**config.mk**
```make
export PLATFORM = sky130hd
export DESIGN_NAME = tmr_dma_window
export DESIGN_NICKNAME = d
export VERILOG_FILES = /design/src/rtl/tdw_pkg.sv /design/src/rtl/tdw_decode.sv /design/src/rtl/tdw_evt.sv /design/src/rtl/tdw_seq.sv /design/src/rtl/tmr_dma_window.sv
export SDC_FILE = /design/constraint.sdc
export NUM_CORES = 1
export LEC_CHECK = 0
export BUFFER_PORTS_ARGS = -buffer_cell sky130_fd_sc_hd__buf_2
export CAP_MARGIN = 0
export CORE_MARGIN = 5
export CORE_UTILIZATION = 51
export CTS_BUF_LIST = sky130_fd_sc_hd__clkbuf_8
export DETAILED_ROUTE_END_ITERATION = 12
export PLACE_DENSITY_LB_ADDON = 0.25
export SLEW_MARGIN = 0
export SYNTH_ARGS = -nofsm -noshare
export SYNTH_HDL_FRONTEND = slang
export SYNTH_SLANG_ARGS = --single-unit
```
**constraint.sdc**
```tcl
create_clock -name clk -period 7.4 [get_ports clk]
set_clock_uncertainty 0.15 [all_clocks]
set_input_delay 1.11 -clock clk [delete_from_list [all_inputs] [get_ports clk]]
set_output_delay 1.11 -clock clk [all_outputs]
set_load 0.02 [all_outputs]
```
**src/rtl/tdw_pkg.sv**
```systemverilog
`timescale 1ns/1ps
package tdw_pkg;
    localparam int N_SRC   = 7;
    localparam int FLAG_W  = 7;
    localparam int EN_LSB  = 8;
    localparam int FLD_W   = 5;
    localparam int LEN_LSB = 8;
    localparam int IDX_EN  = 3;
    localparam int IDX_ST  = 4;
    localparam int IDX_CTL = 18;
    localparam int IDX_WIN = 19;

    // event input order -> status / enable bit position (minus EN_LSB)
    function automatic int src_flag_pos(input int s);
        case (s)
            0: return 1;
            1: return 2;
            2: return 3;
            3: return 4;
            4: return 0;
            5: return 6;
            default: return 5;
        endcase
    endfunction

    typedef enum logic [2:0] {SEL_NONE, SEL_EN, SEL_ST, SEL_CTL, SEL_RF} sel_e;

    typedef struct packed {
        logic [FLAG_W-1:0] en;
        logic [FLAG_W-1:0] flag;
    } evt_state_t;

    typedef struct packed {
        logic [FLD_W-1:0]  base;
        logic [FLD_W-1:0]  len;
        logic [FLD_W-1:0]  step;
        logic              busy;
        logic [FLAG_W-1:0] act;
    } seq_state_t;
endpackage

```
**src/rtl/tdw_decode.sv**
```systemverilog
`timescale 1ns/1ps
module tdw_decode
    import tdw_pkg::*;
#(
    parameter int ADDR_W    = 10,
    parameter int IMPL_REGS = 20,
    localparam int IDX_W    = ADDR_W - 2
) (
    input  logic              bus_valid,
    input  logic [ADDR_W-1:0] bus_addr,
    input  logic [FLD_W-1:0]  base,
    input  logic [FLD_W-1:0]  step,
    output logic              win_acc,
    output logic [IDX_W-1:0]  eff_idx,
    output sel_e              sel
);
    logic [IDX_W-1:0] dir_idx;
    logic [IDX_W-1:0] win_idx;

    always_comb begin
        dir_idx = bus_addr[ADDR_W-1:2];
        win_idx = IDX_W'(base) + IDX_W'(step);
        win_acc = bus_valid && (dir_idx == IDX_W'(IDX_WIN));
        eff_idx = win_acc ? win_idx : dir_idx;
        sel     = SEL_NONE;
        if (bus_valid) begin
            if (eff_idx == IDX_W'(IDX_EN))       sel = SEL_EN;
            else if (eff_idx == IDX_W'(IDX_ST))  sel = SEL_ST;
            else if (eff_idx == IDX_W'(IDX_CTL)) sel = SEL_CTL;
            else if (eff_idx == IDX_W'(IDX_WIN)) sel = SEL_NONE;
            else if (eff_idx < IDX_W'(IMPL_REGS)) sel = SEL_RF;
        end
    end
endmodule

```
**src/rtl/tdw_evt.sv**
```systemverilog
`timescale 1ns/1ps
module tdw_evt
    import tdw_pkg::*;
#(
    parameter int DATA_W = 32
) (
    input  logic              clk,
    input  logic              rst_n,
    input  logic [N_SRC-1:0]  evt_i,
    input  logic              en_we,
    input  logic              st_we,
    input  logic [DATA_W-1:0] wdata,
    input  logic              busy,
    output logic [FLAG_W-1:0] en_q,
    output logic [FLAG_W-1:0] en_next,
    output logic [FLAG_W-1:0] flag_q,
    output logic              start,
    output logic [FLAG_W-1:0] start_oh
);
    evt_state_t        st_d, st_q;
    logic [FLAG_W-1:0] evt_fl;
    logic [FLAG_W-1:0] trig;
    logic [FLAG_W-1:0] new_en;

    always_comb begin
        evt_fl = '0;
        for (int s = 0; s < N_SRC; s++) begin
            evt_fl[src_flag_pos(s)] = evt_i[s];
        end
        new_en = wdata[EN_LSB +: FLAG_W];
        st_d = st_q;
        if (en_we) st_d.en = new_en;
        if (st_we) st_d.flag = st_q.flag & wdata[FLAG_W-1:0];
        st_d.flag = st_d.flag | evt_fl;
        // fresh enabled events, or a pending flag whose enable is being set
        trig = (evt_fl & st_q.en) |
               (en_we ? (new_en & ~st_q.en & st_q.flag) : '0);
        start_oh = '0;
        for (int s = N_SRC - 1; s >= 0; s--) begin
            if (trig[src_flag_pos(s)]) begin
                start_oh = '0;
                start_oh[src_flag_pos(s)] = 1'b1;
            end
        end
        start = (|trig) && !busy;
    end

    always_ff @(posedge clk) begin
        if (!rst_n) st_q <= '0;
        else        st_q <= st_d;
    end

    assign en_q    = st_q.en;
    assign en_next = st_d.en;
    assign flag_q  = st_q.flag;

    a_r7_flag_capture: assert property (@(posedge clk) disable iff (!rst_n)
        (|evt_fl) |=> ((flag_q & $past(evt_fl)) == $past(evt_fl)));
endmodule

```
**src/rtl/tdw_seq.sv**
```systemverilog
`timescale 1ns/1ps
module tdw_seq
    import tdw_pkg::*;
#(
    parameter int DATA_W = 32
) (
    input  logic              clk,
    input  logic              rst_n,
    input  logic              ctl_we,
    input  logic [DATA_W-1:0] wdata,
    input  logic              win_acc,
    input  logic              start,
    input  logic [FLAG_W-1:0] start_oh,
    input  logic [FLAG_W-1:0] en_next,
    output logic [FLD_W-1:0]  base,
    output logic [FLD_W-1:0]  len,
    output logic [FLD_W-1:0]  step,
    output logic              busy
);
    seq_state_t sq_d, sq_q;
    logic       last_acc;
    logic       src_live;

    always_comb begin
        sq_d     = sq_q;
        last_acc = win_acc && (sq_q.step == sq_q.len);
        src_live = |(sq_q.act & en_next);
        if (win_acc) sq_d.step = last_acc ? '0 : sq_q.step + 1'b1;
        if (last_acc) sq_d.busy = 1'b0;
        if (sq_q.busy && !src_live) sq_d.busy = 1'b0;
        if (!sq_q.busy && start) begin
            sq_d.busy = 1'b1;
            sq_d.act  = start_oh;
        end
        if (ctl_we) begin
            sq_d.base = wdata[FLD_W-1:0];
            sq_d.len  = wdata[LEN_LSB +: FLD_W];
            sq_d.step = '0;
            sq_d.busy = 1'b0;
        end
        if (!sq_d.busy) sq_d.act = '0;
    end

    always_ff @(posedge clk) begin
        if (!rst_n) sq_q <= '0;
        else        sq_q <= sq_d;
    end

    assign base = sq_q.base;
    assign len  = sq_q.len;
    assign step = sq_q.step;
    assign busy = sq_q.busy;

    a_r4_step_in_run: assert property (@(posedge clk) disable iff (!rst_n)
        sq_q.step <= sq_q.len);
    a_r5_drop_on_last: assert property (@(posedge clk) disable iff (!rst_n)
        (sq_q.busy && win_acc && sq_q.step == sq_q.len) |=> !sq_q.busy);
    a_r5_hold_mid_run: assert property (@(posedge clk) disable iff (!rst_n)
        (sq_q.busy && !ctl_we && !win_acc && src_live) |=> sq_q.busy);
    a_r10_ctl_resets: assert property (@(posedge clk) disable iff (!rst_n)
        ctl_we |=> (sq_q.step == '0 && !sq_q.busy));
    a_r11_one_source: assert property (@(posedge clk) disable iff (!rst_n)
        sq_q.busy |-> $onehot(sq_q.act));
    a_r11_abort: assert property (@(posedge clk) disable iff (!rst_n)
        (sq_q.busy && !src_live) |=> !sq_q.busy);
endmodule

```
**src/rtl/tmr_dma_window.sv**
```systemverilog
`timescale 1ns/1ps
module tmr_dma_window
    import tdw_pkg::*;
#(
    parameter int ADDR_W    = 10,
    parameter int DATA_W    = 32,
    parameter int IMPL_REGS = 20
) (
    input  logic              clk,
    input  logic              rst_n,
    input  logic              bus_valid,
    input  logic              bus_write,
    input  logic [ADDR_W-1:0] bus_addr,
    input  logic [DATA_W-1:0] bus_wdata,
    output logic [DATA_W-1:0] bus_rdata,
    input  logic [6:0]        evt_i,
    output logic              dma_req,
    output logic              rf_sel,
    output logic              rf_we,
    output logic [ADDR_W-3:0] rf_idx,
    output logic [DATA_W-1:0] rf_wdata,
    input  logic [DATA_W-1:0] rf_rdata
);
    localparam int IDX_W = ADDR_W - 2;

    sel_e              sel;
    logic              win_acc;
    logic [IDX_W-1:0]  eff_idx;
    logic [FLD_W-1:0]  base, len, step;
    logic              busy;
    logic [FLAG_W-1:0] en_q, en_next, flag_q, start_oh;
    logic              start;
    logic              en_we, st_we, ctl_we;

    tdw_decode #(.ADDR_W(ADDR_W), .IMPL_REGS(IMPL_REGS)) u_decode (
        .bus_valid (bus_valid),
        .bus_addr  (bus_addr),
        .base      (base),
        .step      (step),
        .win_acc   (win_acc),
        .eff_idx   (eff_idx),
        .sel       (sel)
    );

    assign en_we  = bus_write && (sel == SEL_EN);
    assign st_we  = bus_write && (sel == SEL_ST);
    assign ctl_we = bus_write && (sel == SEL_CTL);

    tdw_evt #(.DATA_W(DATA_W)) u_evt (
        .clk      (clk),
        .rst_n    (rst_n),
        .evt_i    (evt_i),
        .en_we    (en_we),
        .st_we    (st_we),
        .wdata    (bus_wdata),
        .busy     (busy),
        .en_q     (en_q),
        .en_next  (en_next),
        .flag_q   (flag_q),
        .start    (start),
        .start_oh (start_oh)
    );

    tdw_seq #(.DATA_W(DATA_W)) u_seq (
        .clk      (clk),
        .rst_n    (rst_n),
        .ctl_we   (ctl_we),
        .wdata    (bus_wdata),
        .win_acc  (win_acc),
        .start    (start),
        .start_oh (start_oh),
        .en_next  (en_next),
        .base     (base),
        .len      (len),
        .step     (step),
        .busy     (busy)
    );

    always_comb begin
        rf_sel    = (sel == SEL_RF);
        rf_we     = rf_sel && bus_write;
        rf_idx    = eff_idx;
        rf_wdata  = bus_wdata;
        bus_rdata = '0;
        if (bus_valid && !bus_write) begin
            case (sel)
                SEL_EN:  bus_rdata[EN_LSB +: FLAG_W] = en_q;
                SEL_ST:  bus_rdata[FLAG_W-1:0] = flag_q;
                SEL_CTL: begin
                    bus_rdata[FLD_W-1:0]       = base;
                    bus_rdata[LEN_LSB +: FLD_W] = len;
                end
                SEL_RF:  bus_rdata = rf_rdata;
                default: bus_rdata = '0;
            endcase
        end
    end

    assign dma_req = busy;

    a_r12_rf_in_range: assert property (@(posedge clk) disable iff (!rst_n)
        rf_sel |-> (rf_idx < IDX_W'(IMPL_REGS)));
    a_r3_window_steers: assert property (@(posedge clk) disable iff (!rst_n)
        (rf_sel && bus_addr[ADDR_W-1:2] == IDX_W'(IDX_WIN)) |->
        (rf_idx == IDX_W'(base) + IDX_W'(step)));
endmodule

```
==> results_tabular.tex <==
\begin{tabular}{lr}
\hline
Metric & Value \\
\hline
\multicolumn{2}{l}{\textbf{Run status}} \\
\quad Run status & finished clean \\
\multicolumn{2}{l}{\textbf{Logic synthesis}} \\
\quad Syn\_nets & 472 \\
\quad Ys flop type & dfxtp\_1 \\
\quad Post-synthesis cell type with the largest combined area & dfxtp\_1 \\
\quad Synth area leaders & dfxtp\_1, buf\_4, nand2\_1, a22oi\_1, and2\_1 \\
\quad Post-synthesis cell type count & 64 \\
\quad Leading cell types by count after synthesis & nand2\_1, dfxtp\_1, buf\_4, nor2\_1, and2\_1 \\
\quad Synthesized instance count & 380 \\
\quad Top-count cell post-synth & nand2\_1 \\
\quad Proportion of synthesized chip area in sequential cells & 0.242 \\
\quad Top-area cell type share of the netlist area & 0.242 \\
\quad Synthesis-stage register bit count & 37 \\
\quad Count of flip-flops with a built-in enable after synthesis & 0 \\
\quad Async set or reset register ratio after synthesis & 0 \\
\quad Mux cell area share after synthesis & 0.0262 \\
\quad Yosys Warn Count & 0 \\
\quad Simple-gate share of the synthesized area & 0.284 \\
\quad Avg Cell Area, Syn & 8.05 um2 \\
\quad Compound-Gate Fraction of Synth Area & 0.266 \\
\quad Main combinational cell family by area after synthesis & simple AND/OR/NAND/NOR gates \\
\quad Netlist area before placement & 3060 um2 \\
\quad Fraction of the mapped netlist area in adder cells & 0.0311 \\
\quad Xor and xnor fraction of the mapped netlist area & 0.0258 \\
\multicolumn{2}{l}{\textbf{Placement}} \\
\quad Cell count after placement & 523 \\
\quad Port Buffer Count & 121 \\
\quad Routability cong. & 0.906 \\
\quad Dpl hpwl & 7430 um \\
\quad Placement-stage worst setup slack & 1890 ps \\
\multicolumn{2}{l}{\textbf{Worst setup path}} \\
\quad CP endpoint kind & primary output \\
\quad Critical path peak fanout & 16 \\
\quad Reg-to-reg slack, setup & 3000 ps \\
\quad CP Class & in2out \\
\quad List of cells traversed by the critical path & buf\_2, nor3\_2, nand4\_4, a211o\_4, a211oi\_2, nor2b\_1, a222oi\_1, nor2\_1, buf\_2 \\
\quad CP startpoint & bus\_addr[9] \\
\quad Highest cell delay on the worst timing path & 1000 ps \\
\quad Required @ worst endpoint & 6140 ps \\
\quad Beginning of the worst register-to-register path & u\_seq.step[1]\$\_SDFFE\_PP0N\_ \\
\quad Setup crit end & bus\_rdata[4] \\
\quad Cell with the biggest individual delay on the critical path & nor2b\_1 \\
\quad Number of logic stages on the critical path including buffering & 9 \\
\quad Number of cell instances on the worst register-to-register path & 9 \\
\quad Buffer and inverter count on the worst path & 2 \\
\quad Data arrival, critical path & 4380 ps \\
\quad Category of the worst setup path launch point & input pin \\
\quad Gate family responsible for the most delay along the worst path & simple AND/OR/NAND/NOR gates \\
\quad Critical Path Most Common Cell & buf\_2 \\
\quad Worst reg2reg endpoint & u\_seq.sq\_q[0]\$\_SDFFE\_PN0P\_ \\
\multicolumn{2}{l}{\textbf{Timing}} \\
\quad Final critical-path required period & 5640 ps \\
\quad Fin worst setup slack & 1760 ps \\
\quad Highest achievable clock rate & 177 MHz \\
\quad Worst relative slew slack & 0.186 \\
\quad Setup total negative slack & 0 ps \\
\quad Tcrit/Tclk final & 0.762 \\
\quad Worst Tran Pin Value & 1220 ps \\
\quad Number of endpoints with negative hold slack in the final report & 0 \\
\quad RSZ-0062 raised after global routing & no \\
\quad Final Max Tran Viols & 0 \\
\quad Setup Viol. Count Final & 0 \\
\multicolumn{2}{l}{\textbf{Layout}} \\
\quad Total area of multi-input combinational cells & 1940 um2 \\
\quad Non-filler instance count after layout & 530 \\
\quad Diode count & 0 \\
\quad Net total in the final layout & 547 \\
\quad Filler cell count in the final layout & 577 \\
\quad Utilization of the core after routing & 0.591 \\
\quad Area added between synthesis and finish & 13.7\% \\
\quad Area taken by flip-flops and latches & 741 um2 \\
\quad Layout cells sized above 1 & 0.312 \\
\multicolumn{2}{l}{\textbf{Die}} \\
\quad Core footprint & 5890 um2 \\
\quad Die height & 87.5 um \\
\quad Starting density of the core & 0.520 \\
\quad Boundary pin count & 160 \\
\quad Row count & 28 \\
\quad Width of the die & 87.5 um \\
\quad Total Die Area & 7650 um2 \\
\multicolumn{2}{l}{\textbf{GRT}} \\
\quad Initial antenna violation count & 0 \\
\quad Global router's overall resource usage & 0.241 \\
\quad Largest net degree at the start of global routing & 28 \\
\quad Global-route congestion overflow total & 0 \\
\quad First-pass GRT wire length & 14400 um \\
\quad Number of global-route vias before repair & 2917 \\
\multicolumn{2}{l}{\textbf{Power}} \\
\quad Sequential Power Share & 0.486 \\
\quad Overall power consumption & 420 uW \\
\quad Pwr Density & 121 nW/um2 \\
\quad Net Switching & 119 uW \\
\quad Clk pwr share & 0.354 \\
\quad Switch share & 0.282 \\
\quad Peak supply drop & 0.0000933 V \\
\quad Cell leakage power & 1.53 nW \\
\quad Combinational share of power & 0.160 \\
\quad Internal power & 301 uW \\
\multicolumn{2}{l}{\textbf{Clocking}} \\
\quad Clock latency of the later-clocked register in the worst-skew pair & 300 ps \\
\quad Total of hold buffers inserted after clock tree synthesis & 0 \\
\quad Number of buffers created by CTS & 5 \\
\quad Master cell of the clock root buffer & clkbuf\_8 \\
\quad Number of sinks handled by clock tree synthesis & 37 \\
\quad Deepest clock path buffer count & 2 \\
\quad \# H-tree levels & 2 \\
\quad Clock tree from TritonCTS & done \\
\quad Clock transition at path regs & 80 ps \\
\quad Post-CTS Repair Setup Buffers & 0 \\
\quad Post\_cts resized & 0 \\
\multicolumn{2}{l}{\textbf{Detailed routing}} \\
\quad Drt pass-1 iters & 5 \\
\quad Vias per inst & 6.01 \\
\quad Number of vias in the routed layout & 3186 \\
\quad Aggregate routed wire length & 9450 um \\
\quad Number of routed nets with antenna violations & 0 \\
\quad Initial drt markers & 210 \\
\quad DRC viols & 0 \\
\quad Routed wirelength normalized by instance count & 17.8 um \\
\multicolumn{2}{l}{\textbf{Worst hold path}} \\
\quad Kind of path behind the tightest hold check & reg2reg \\
\multicolumn{2}{l}{\textbf{Run}} \\
\quad Max cap viols & 0 \\
\hline
\end{tabular}
-- worst register-to-register path, stage by stage, from the launching register on --
cell and delay [ps]:
dfxtp_1 480, ha_1 300, a211o_1 300, a41oi_1 460
o211ai_1 210, a211oi_2 370, nor2b_1 1000, nand2_2 460
nand2_1 440, nor4_1 90
-- registers in the layout, summed over array words and instances (netlist names) --
register      count
u_evt.en_q        7
u_evt.flag_q      7
u_seq.base        5
u_seq.busy        1
u_seq.len         5
u_seq.sq_q        7
u_seq.step        5
-- stage by stage --
| step | hold WS, ps | area, um2 |
|---|---|---|
| floorplan | 304 | 3060 |
| global placement | 318 | 3390 |
| detailed placement | 326 | 3390 |
| CTS | 337 | 3480 |
| global route | 369 | 3480 |
| finish | 332 | 3480 |
-- placed cells by master (no fill, tap or decap), drive strengths merged, types with 4 or more instances in the layout --
| master | Yosys | final |
|---|---|---|
| mux2i | 8 | 8 |
| nand3 | 13 | 13 |
| nor3 | 15 | 15 |
| a21o | 4 | 4 |
| ha | 6 | 6 |
| a21boi | 13 | 13 |
| nor2b | 9 | 9 |
| a21oi | 12 | 12 |
| a222oi | 7 | 7 |
| clkbuf | 9 | 6 |
| a211oi | 6 | 6 |
| dfxtp | 37 | 37 |
| a22oi | 16 | 16 |
| nand3b | 7 | 7 |
| xor2 | 6 | 6 |
| and2 | 19 | 19 |
| buf | 44 | 121 |
| nor2 | 28 | 28 |
| o21a | 5 | 5 |
| a2111oi | 4 | 4 |
| nor4 | 4 | 4 |
| o21ai | 16 | 16 |
| nand2 | 45 | 45 |
-- metal layers --
metal  vias to the layer above  routed length (um)  global-route usage
li1                       1514                   -                   -
met1                      1479                3880               0.308
met2                       181                4460               0.408
met3                        12                 983              0.0473
met4                         0                 125              0.0711
met5                         -                   0                   0
-- logic make-up (layout without fill, tap and decap cells) --
logic type	after synthesis	count (layout)
simple gates	160	160
compound gates	103	103
buf+inv	56	131
flops	37	37
xor+xnor	9	9
mux	8	8
fa+ha+maj	7	7
-- power by group through the flow --
stage | clock [mW] | combinational, mW | sequential (mW)
5_1_grt | 0.160 | 0.0726 | 0.204
2_1_floorplan | 0 | 0.0521 | 0.208
6_report | 0.149 | 0.0670 | 0.204
4_1_cts | 0.150 | 0.0669 | 0.204
3_3_place_gp | 0 | 0.0659 | 0.209
3_5_place_dp | 0 | 0.0666 | 0.209
-- layout make-up --
cell class	count	share of cell area
multi-input combinational	287	0.557
sequential	37	0.213
timing repair buffer	121	0.174
tap	75	0.0270
clock buffer	6	0.0237
inverter	3	0.00324
clock inverter	1	0.00216
-- worst min-delay path by stage --
stage | from | to | slack [ps] | cells after the start
floorplan | u_seq.sq_q[2]$_SDFFE_PN0P_ | u_seq.sq_q[2]$_SDFFE_PN0P_ | 300 | 2
global placement | u_seq.sq_q[2]$_SDFFE_PN0P_ | u_seq.sq_q[2]$_SDFFE_PN0P_ | 320 | 2
detailed placement | u_seq.sq_q[2]$_SDFFE_PN0P_ | u_seq.sq_q[2]$_SDFFE_PN0P_ | 330 | 2
CTS | u_seq.sq_q[2]$_SDFFE_PN0P_ | u_seq.sq_q[2]$_SDFFE_PN0P_ | 340 | 2
global route | u_seq.sq_q[2]$_SDFFE_PN0P_ | u_seq.sq_q[2]$_SDFFE_PN0P_ | 370 | 2
finish | u_seq.sq_q[2]$_SDFFE_PN0P_ | u_seq.sq_q[2]$_SDFFE_PN0P_ | 330 | 2
No activity file was read; power rests on OpenSTA's default activity.
